==> src/rtl/dual_lock_pkg.sv <==
package dual_lock_pkg;
  localparam int NLOOP = 2;
  localparam int MAIN_IDX = 0;
  localparam int AUX_IDX = 1;

  typedef struct packed {
    logic [NLOOP-1:0] run;
    logic [NLOOP-1:0] restart;
  } ctrlStrobe_t;
endpackage

==> src/rtl/dual_lock_ctrl.sv <==
module dual_lock_ctrl
  import dual_lock_pkg::*;
(
  input  logic             clk,
  input  logic             rst,
  input  logic             pwrPin,
  input  logic [NLOOP-1:0] swPd,
  output ctrlStrobe_t      strobe,
  output logic [NLOOP-1:0] en,
  output logic [NLOOP-1:0] divSync
);
  logic [NLOOP-1:0] enReg;
  logic [NLOOP-1:0] enPrev;

  always_ff @(posedge clk) begin
    if (rst) begin
      enReg  <= '0;
      enPrev <= '0;
    end else begin
      enReg  <= {NLOOP{pwrPin}} ^ swPd;
      enPrev <= enReg;
    end
  end

  assign en             = enReg;
  assign divSync        = enReg & ~enPrev;
  assign strobe.run     = enReg;
  assign strobe.restart = divSync;

  for (genvar i = 0; i < NLOOP; i++) begin : g_chk
    AST_SYNC_SINGLE: assert property (@(posedge clk) disable iff (rst)
      divSync[i] |=> !divSync[i]);
    AST_SYNC_ON_WAKE: assert property (@(posedge clk) disable iff (rst)
      divSync[i] |-> (en[i] && !$past(en[i])));
  end
endmodule

==> src/rtl/dual_lock_window.sv <==
module dual_lock_window #(
  parameter int LOCK_TOL = 1
) (
  input  logic clk,
  input  logic rst,
  input  logic run,
  input  logic restart,
  input  logic refPulse,
  input  logic divPulse,
  output logic lockFlag
);
  localparam int CW = (LOCK_TOL < 1) ? 1 : $clog2(LOCK_TOL + 1);
  localparam logic [CW-1:0] TOL_V = CW'(LOCK_TOL);

  logic          waiting;
  logic          seenRef;
  logic [CW-1:0] cnt;
  logic          otherEdge;

  assign otherEdge = seenRef ? divPulse : refPulse;

  always_ff @(posedge clk) begin
    if (rst || !run || restart) begin
      waiting  <= 1'b0;
      seenRef  <= 1'b0;
      cnt      <= '0;
      lockFlag <= 1'b0;
    end else if (!waiting) begin
      if (refPulse && divPulse) begin
        lockFlag <= 1'b1;
      end else if (refPulse || divPulse) begin
        waiting <= 1'b1;
        seenRef <= refPulse;
        cnt     <= CW'(1);
      end
    end else if (otherEdge) begin
      lockFlag <= 1'b1;
      waiting  <= 1'b0;
    end else if (cnt >= TOL_V) begin
      lockFlag <= 1'b0;
      waiting  <= 1'b0;
    end else begin
      cnt <= CW'(cnt + 1'b1);
    end
  end

  AST_CNT_BOUND: assert property (@(posedge clk) disable iff (rst)
    waiting |-> (cnt >= CW'(1) && cnt <= TOL_V));
  AST_WAKE_CLEAR: assert property (@(posedge clk) disable iff (rst)
    restart |=> !lockFlag);
  AST_OFF_CLEAR: assert property (@(posedge clk) disable iff (rst)
    !run |=> !lockFlag);
  AST_LOCK_CAUSE: assert property (@(posedge clk) disable iff (rst)
    $rose(lockFlag) |-> $past(run && !restart && (refPulse || divPulse)));
endmodule

==> src/rtl/dual_lock_path.sv <==
module dual_lock_path
  import dual_lock_pkg::*;
#(
  parameter int LOCK_TOL = 1
) (
  input  logic             clk,
  input  logic             rst,
  input  ctrlStrobe_t      strobe,
  input  logic [NLOOP-1:0] refPulse,
  input  logic [NLOOP-1:0] divPulse,
  output logic             lockOut
);
  logic [NLOOP-1:0] flags;

  for (genvar i = 0; i < NLOOP; i++) begin : g_loop
    dual_lock_window #(.LOCK_TOL(LOCK_TOL)) u_win (
      .clk      (clk),
      .rst      (rst),
      .run      (strobe.run[i]),
      .restart  (strobe.restart[i]),
      .refPulse (refPulse[i]),
      .divPulse (divPulse[i]),
      .lockFlag (flags[i])
    );
  end

  assign lockOut = (|strobe.run) && (&(~strobe.run | flags));
endmodule

==> src/rtl/dual_lock_power.sv <==
module dual_lock_power
  import dual_lock_pkg::*;
#(
  parameter int LOCK_TOL = 1
) (
  input  logic clk,
  input  logic rst,
  input  logic pwrPin,
  input  logic mainSwPd,
  input  logic auxSwPd,
  input  logic mainRef,
  input  logic mainDiv,
  input  logic auxRef,
  input  logic auxDiv,
  output logic lockOut,
  output logic mainEn,
  output logic auxEn,
  output logic mainDivSync,
  output logic auxDivSync
);
  ctrlStrobe_t      strobe;
  logic [NLOOP-1:0] en;
  logic [NLOOP-1:0] divSync;
  logic [NLOOP-1:0] swPd;
  logic [NLOOP-1:0] refPulse;
  logic [NLOOP-1:0] divPulse;

  assign swPd[MAIN_IDX]     = mainSwPd;
  assign swPd[AUX_IDX]      = auxSwPd;
  assign refPulse[MAIN_IDX] = mainRef;
  assign refPulse[AUX_IDX]  = auxRef;
  assign divPulse[MAIN_IDX] = mainDiv;
  assign divPulse[AUX_IDX]  = auxDiv;

  dual_lock_ctrl u_ctrl (
    .clk     (clk),
    .rst     (rst),
    .pwrPin  (pwrPin),
    .swPd    (swPd),
    .strobe  (strobe),
    .en      (en),
    .divSync (divSync)
  );

  dual_lock_path #(.LOCK_TOL(LOCK_TOL)) u_path (
    .clk      (clk),
    .rst      (rst),
    .strobe   (strobe),
    .refPulse (refPulse),
    .divPulse (divPulse),
    .lockOut  (lockOut)
  );

  assign mainEn      = en[MAIN_IDX];
  assign auxEn       = en[AUX_IDX];
  assign mainDivSync = divSync[MAIN_IDX];
  assign auxDivSync  = divSync[AUX_IDX];
endmodule

==> config.mk <==
export PLATFORM = sky130hd
export DESIGN_NAME = dual_lock_power
export DESIGN_NICKNAME = d
export VERILOG_FILES = /design/src/rtl/dual_lock_pkg.sv /design/src/rtl/dual_lock_ctrl.sv /design/src/rtl/dual_lock_window.sv /design/src/rtl/dual_lock_path.sv /design/src/rtl/dual_lock_power.sv
export SDC_FILE = /design/constraint.sdc
export NUM_CORES = 1
export LEC_CHECK = 0
export ABC_AREA = 1
export BUFFER_PORTS_ARGS = -buffer_cell sky130_fd_sc_hd__buf_2
export CAP_MARGIN = 25
export CORE_AREA = 2 2 39 41
export DETAILED_ROUTE_END_ITERATION = 8
export DIE_AREA = 0 0 41 43
export PLACE_DENSITY = 0.67
export REMOVE_ABC_BUFFERS = 1
export SYNTH_ARGS = -nofsm -noshare
export SYNTH_HDL_FRONTEND = slang
export SYNTH_SLANG_ARGS = --single-unit
export TNS_END_PERCENT = 1
==> constraint.sdc <==
create_clock -name clk -period 2.2 [get_ports clk]
set_clock_uncertainty 0.1 [all_clocks]
set_input_delay 0.11 -clock clk [delete_from_list [all_inputs] [get_ports clk]]
set_output_delay 0.11 -clock clk [all_outputs]
set_load 0.005 [all_outputs]
==> impl_metrics.py, run 1 <==
metrics = {
    "synth": {
        "ys_top_cells_by_area": "dfxtp_1 42%, inv_1 9.1%, nand2_1 9.1%",
        "ys_ff_latch": 12,
        "synthAdderAreaFrac_pct": 8.66,
        "yosysWarnings": 0,
        "synth_mux_area_share_pct": 0,
        "yosysUniqueCellTypes": 13,
        "yosysSeqAreaShare_pct": 41.6,
        "ys.flop_type": "dfxtp_1",
        "synthCells": 76,
        "synth_common_cells": "14 x inv_1, 14 x nand2_1, 12 x dfxtp_1, 9 x nor2_1, 8 x a21oi_1",
        "yosys.area_share.xor_xnor_pct": 3.03,
        "synth_top_family_by_area": "simple AND/OR/NAND/NOR gates",
        "yosysTopAreaCell": "dfxtp_1",
        "synth_compound_area_share_pct": 13.9,
        "syn_area_sq_um": 578,
        "ys_async_sr_fraction_pct": 0,
        "synth_top_area_share_pct": 41.6,
        "syn_area_per_cell_sq_um": 7.61,
        "synth-simple-area-share_pct": 23.8,
        "synth_edf_count": 0,
    },
    "die": {
        "die_y_um": 43,
        "core_area_sq_mm": 0.00138,
        "initial_utilization_pct": 41.8,
        "die-area_sq_mm": 0.00176,
        "ios": 14,
        "rows": 14,
        "die_w_um": 41,
    },
    "detailed_routing": {
        "finalWirelength_um": 998,
        "first_pass_iters": 4,
        "drc_errors": 0,
        "route.vias.total": 524,
        "avgViaCountPerCell": 4.64,
        "wl_per_cell_um": 8.83,
        "drt_iter0_drc": 8,
        "ant_nets": 0,
    },
    "clock_tree": {
        "cts.htree.levels": 1,
        "clkSinkCount": 12,
        "hold_buffers": 4,
        "clock_latency_ps": 280,
        "cts_root_buf": "clkbuf_4",
        "clk_pin_slew_ps": 80,
        "cts_max_path_buffers": 2,
        "cts_made_buffers": 3,
        "cts_tree": "done",
        "cts_setup_buffers": 0,
        "cts_resized": 0,
    },
    "global_routing": {
        "grt_max_degree": 8,
        "grt_overflow": 0,
        "grt_use_met2_pct": 24.7,
        "grt_pass1_wl_mm": 1.79,
        "use_met1_pct": 14.5,
        "grtUsageTotal_pct": 15.0,
        "gr-usage-met3_pct": 4.71,
        "grt-busiest-layer": "met2",
        "antenna_found_initial": 0,
        "grt_pass1_vias": 521,
    },
    "place": {
        "gp_congestion": 0.826,
        "dp_hpwl_um": 759,
        "port_buffers": 13,
        "placedCellCount": 105,
        "place_area_sq_um": 663,
    },
    "sta": {
        "maxSlewHeadroom_pct": 87.2,
        "fin_crit_ps": 1400,
        "hold_ws_ps": 64.8,
        "period_share_pct": 63.7,
        "fmax_ghz": 0.714,
        "worst_slew_pin_slew_ps": 191,
        "timing_hold_violations_final": 0,
        "drv_slew": 0,
        "rsz0062_at_grt": "false",
        "tns_ps": 0,
        "finalSetupViolCount": 0,
    },
    "worst_hold_path": {
        "whs_path_depth": 3,
        "hp-class": "in -> reg",
        "hp-start": "mainRef",
        "holdPathEnd": "u_path.g_loop[0].u_win.seenRef$_SDFFE_PP0P_",
    },
    "power_and_ir_drop": {
        "ir_drop_uv": 416,
        "leakagePower_nw": 0.360,
        "p_per_area_mw_per_mm2": 633,
    },
    "setup_path": {
        "startpoint_type": "input port",
        "reg2reg_from": "u_path.g_loop[1].u_win.waiting$_SDFF_PP0_",
        "crit_fanout": 1,
        "crit_required_ps": 2280,
        "reg2reg_slack_ps": 1180,
        "end_kind": "register",
        "path_class": "in -> reg",
        "r2r-end": "u_path.g_loop[1].u_win.seenRef$_SDFFE_PP0P_",
        "reg2reg_depth": 4,
        "arrival_ps": 1480,
    },
    "finish": {
        "diodes": 0,
        "area_growth_pct": 27.9,
        "fin_cells": 113,
        "nets": 111,
        "final_area_sq_um": 739,
        "drive_above_1_share_pct": 25.8,
    },
    "flow_run": {
        "cap_violations": 0,
    },
    "run_status": {
        "status": "finished, final reports clean",
    },
}
[cells by family (layout without fill, tap and decap cells)]
kind of cell / Yosys count / after routing
compound gates: 12 / 12
xor+xnor: 2 / 2
simple gates: 32 / 32
buf+inv: 14 / 35
flops: 12 / 12
fa+ha+maj: 4 / 4
[registers in the layout, summed over array words and instances, names as in the netlist]
signal and flops:
u_path.g_loop.u_win.waiting 2, u_path.g_loop.u_win.seenRef 2, u_ctrl.enPrev 2, u_ctrl.en 2, u_path.g_loop.u_win.cnt 2, u_path.g_loop.u_win.lockFlag 2
[worst max-delay path: stages]
cell and delay (ps):
dlygate4sd3_1 540, buf_2 130, xnor2_1 110, dlygate4sd3_1 560, nor2_1 40
[stage by stage]
step | power [W] | setup WS (ps) | utilization (%)
after global routing | 0.000493 | 757 | 53.4
final | 0.000468 | 798 | 53.4
after global placement | 0.000287 | 1110 | 47.9
after CTS | 0.000472 | 823 | 53.4
after detailed placement | 0.000288 | 1100 | 47.9
after floorplan | 0.000265 | 1270 | -
[layout by cell type, fill, tap and decap left out, drive strengths merged]
master        n
clkbuf        4
o22ai         1
dfxtp        12
ha            4
inv          14
xnor2         2
nand3         4
a211oi        2
nor2         12
nand2        16
dlygate4sd3   4
buf          13
a21oi         9
[metal layers]
layer	part of all wire, %	vias to the layer above
li1	-	280
met1	43	223
met2	49	19
met3	6.3	2
met4	1.7	0
met5	0	-
[how the worst max path moves through the flow]
stage | from | end | slack (ps)
after floorplan | u_ctrl.en[0]$_SDFF_PP0_ | u_path.g_loop[0].u_win.seenRef$_SDFFE_PP0P_ | 1270
after global placement | mainRef | u_path.g_loop[0].u_win.seenRef$_SDFFE_PP0P_ | 1110
after detailed placement | mainRef | u_path.g_loop[0].u_win.seenRef$_SDFFE_PP0P_ | 1100
after CTS | mainSwPd | u_ctrl.en[0]$_SDFF_PP0_ | 820
after global routing | mainSwPd | u_ctrl.en[0]$_SDFF_PP0_ | 760
final | mainSwPd | u_ctrl.en[0]$_SDFF_PP0_ | 800
[area by class of cell]
cell class	count	area, sq um
fill	141	644
multi-input combinational	50	285
sequential	12	240
timing repair buffer	17	105
inverter	14	52.6
clock buffer	4	36.3
tap	16	20.0
[power breakdown]
| group | leakage [nW] | switching (W) | total [W] | internal, W |
|---|---|---|---|---|
| Combinational | 0.241 | 0.0000328 | 0.0000644 | 0.0000316 |
| Sequential | 0.0976 | 0.00000309 | 0.000226 | 0.000223 |
| Clock | 0.0210 | 0.0000770 | 0.000178 | 0.000101 |
No activity file was read; power rests on OpenSTA's default activity.
==> run 2, diff against run 1 <==
clock period = 1.4 ns   (was 2.2 ns; I/O delays follow)
==> run 2 against run 1 <==
  * Global-route usage unchanged
  * Worst setup slack worse by 680 ps
  * Sequential power up 57%
  * Flip-flop and latch count unchanged
  * Register-to-register slack worse by 800 ps
  * Die area unchanged
  * Critical endpoint is now u_ctrl.en[1]$_SDFF_PP0_
  * Largest cell class unchanged
  * Worst hold slack worse by 40 ps
==> impl_metrics.py, run 2 (synthesized netlist as in run 1, its figures left out) <==
metrics = {
    "flow_run": {
        "cap_violations": 0,
    },
    "power_and_ir_drop": {
        "leakagePower_nw": 0.360,
        "ir_drop_uv": 654,
        "power_w": 0.000734,
        "p_per_area_mw_per_mm2": 992,
    },
    "detailed_routing": {
        "first_pass_iters": 4,
        "wl_per_cell_um": 8.88,
        "route.vias.total": 523,
        "drc_errors": 0,
        "avgViaCountPerCell": 4.63,
        "finalWirelength_mm": 1.00,
        "ant_nets": 0,
        "drt_iter0_drc": 8,
    },
    "sta": {
        "maxSlewHeadroom_pct": 87.2,
        "timing_hold_violations_final": 0,
        "period_share_pct": 91.8,
        "drv_slew": 0,
        "finalSetupViolCount": 0,
        "fin_crit_ps": 1290,
        "fmax_ghz": 0.778,
        "rsz0062_at_grt": "false",
        "tns_ps": 0,
        "worst_slew_pin_slew_ps": 191,
    },
    "global_routing": {
        "antenna_found_initial": 0,
        "grtUsageTotal_pct": 15.0,
        "grt_max_degree": 8,
        "grt_overflow": 0,
        "grt_pass1_vias": 521,
        "grt_pass1_wl_mm": 1.79,
    },
    "finish": {
        "fin_cells": 113,
        "nets": 111,
        "multiInputGateArea_sq_um": 285,
        "drive_above_1_share_pct": 25.8,
        "diodes": 0,
        "layout_common_cells": "14 x inv_1, 14 x nand2_1, 13 x buf_2, 12 x dfxtp_1, 9 x nor2_1",
        "fillers": 138,
        "area_growth_pct": 27.9,
        "regArea_sq_um": 240,
    },
    "setup_path": {
        "cp_num_buf_inv": 3,
        "reg2reg_from": "u_path.g_loop[1].u_win.waiting$_SDFF_PP0_",
        "end_kind": "register",
        "path_class": "in -> reg",
        "r2r-end": "u_path.g_loop[1].u_win.seenRef$_SDFFE_PP0P_",
        "crit_fanout": 4,
        "startpoint": "rst",
        "startpoint_type": "input port",
        "reg2reg_slack_ps": 380,
        "arrival_ps": 1410,
        "slowest_delay_ps": 550,
        "cpMaxStageDelayCell": "dlygate4sd3_1",
        "critPathMostFrequentCell": "dlygate4sd3_1",
        "reg2reg_depth": 4,
        "crit_family": "buffers and inverters",
        "worstPathCellList": "dlygate4sd3_1 > buf_2 > nor2_1 > dlygate4sd3_1",
        "crit_required_ps": 1520,
    },
    "die": {
        "rows": 14,
        "ios": 14,
        "die-area_sq_mm": 0.00176,
        "die_w_um": 41,
        "core_area_sq_mm": 0.00138,
        "die_y_um": 43,
        "initial_utilization_pct": 41.8,
    },
    "clock_tree": {
        "clk_pin_slew_ps": 80,
        "cts_tree": "done",
        "cts_setup_buffers": 0,
        "cts.htree.levels": 1,
        "cts_max_path_buffers": 2,
        "cts_made_buffers": 3,
        "cts_root_buf": "clkbuf_4",
        "clkSinkCount": 12,
        "clock_latency_ps": 280,
    },
    "place": {
        "placedCellCount": 105,
        "dp_hpwl_um": 759,
        "gp_congestion": 0.826,
        "port_buffers": 13,
    },
    "worst_hold_path": {
        "hp-class": "in -> reg",
        "holdPathEnd": "u_path.g_loop[0].u_win.seenRef$_SDFFE_PP0P_",
        "hp-start": "mainRef",
        "whs_path_depth": 3,
    },
    "run_status": {
        "status": "finished, final reports clean",
    },
}
## run 2: cell counts in the layout (fill, tap and decap cells not counted)
Identical to the previous run, type by type.
## run 2: metrics by stage
step                hold slack, ps  cell area, sq um  worst slack (ps)  util, %
finish                        24.7               739               114     53.4
global route                  38.6               739              77.4     53.4
CTS                           31.6               739              63.1     53.4
detailed placement             201               663               338     47.9
global placement               199               663               355     47.9
floorplan                     42.4               578               474        -
## run 2: power by group
part / switching [W] / internal (W)
Combinational: 0.0000514 / 0.0000479
Sequential: 0.00000485 / 0.000350
Clock: 0.000121 / 0.000158
Total: 0.000177 / 0.000557
## run 2: worst max path at each step
stage | to | slack (ps) | depth (start not counted)
floorplan | u_path.g_loop[0].u_win.seenRef$_SDFFE_PP0P_ | 470 | 4
CTS | u_ctrl.en[0]$_SDFF_PP0_ | 60 | 5
finish | u_ctrl.en[1]$_SDFF_PP0_ | 110 | 4
global placement | u_path.g_loop[0].u_win.seenRef$_SDFFE_PP0P_ | 350 | 6
global route | u_ctrl.en[1]$_SDFF_PP0_ | 80 | 4
detailed placement | u_path.g_loop[0].u_win.seenRef$_SDFFE_PP0P_ | 340 | 6
## run 2: cell type report
type                       instances  area share (%)
timing repair buffer              17            14.2
multi-input combinational         50            38.6
inverter                          14            7.11
tap                               16            2.71
sequential                        12            32.5
clock buffer                       4            4.91
## run 2: per-layer routing
metal | GRT usage, % | up-vias | share of wire, %
li1 | - | 280 | -
met1 | 14.5 | 222 | 43
met2 | 24.7 | 19 | 49
met3 | 4.71 | 2 | 6.3
met4 | 10.7 | 0 | 1.7
met5 | 0 | - | 0
## run 2: worst reg2reg max path: stages, from the launching register on
cell	delay [ps]
dfxtp_1	330
nor2_1	190
nand2_1	110
nor2_1	130
a211oi_2	50
## run 2: repair_timing
item | CTS | global route
gates resized for setup | 0 | 0
hold buffers | 4 | 1
endpoints found under the setup margin | 0 | 1
endpoints found under the hold margin | 4 | 1
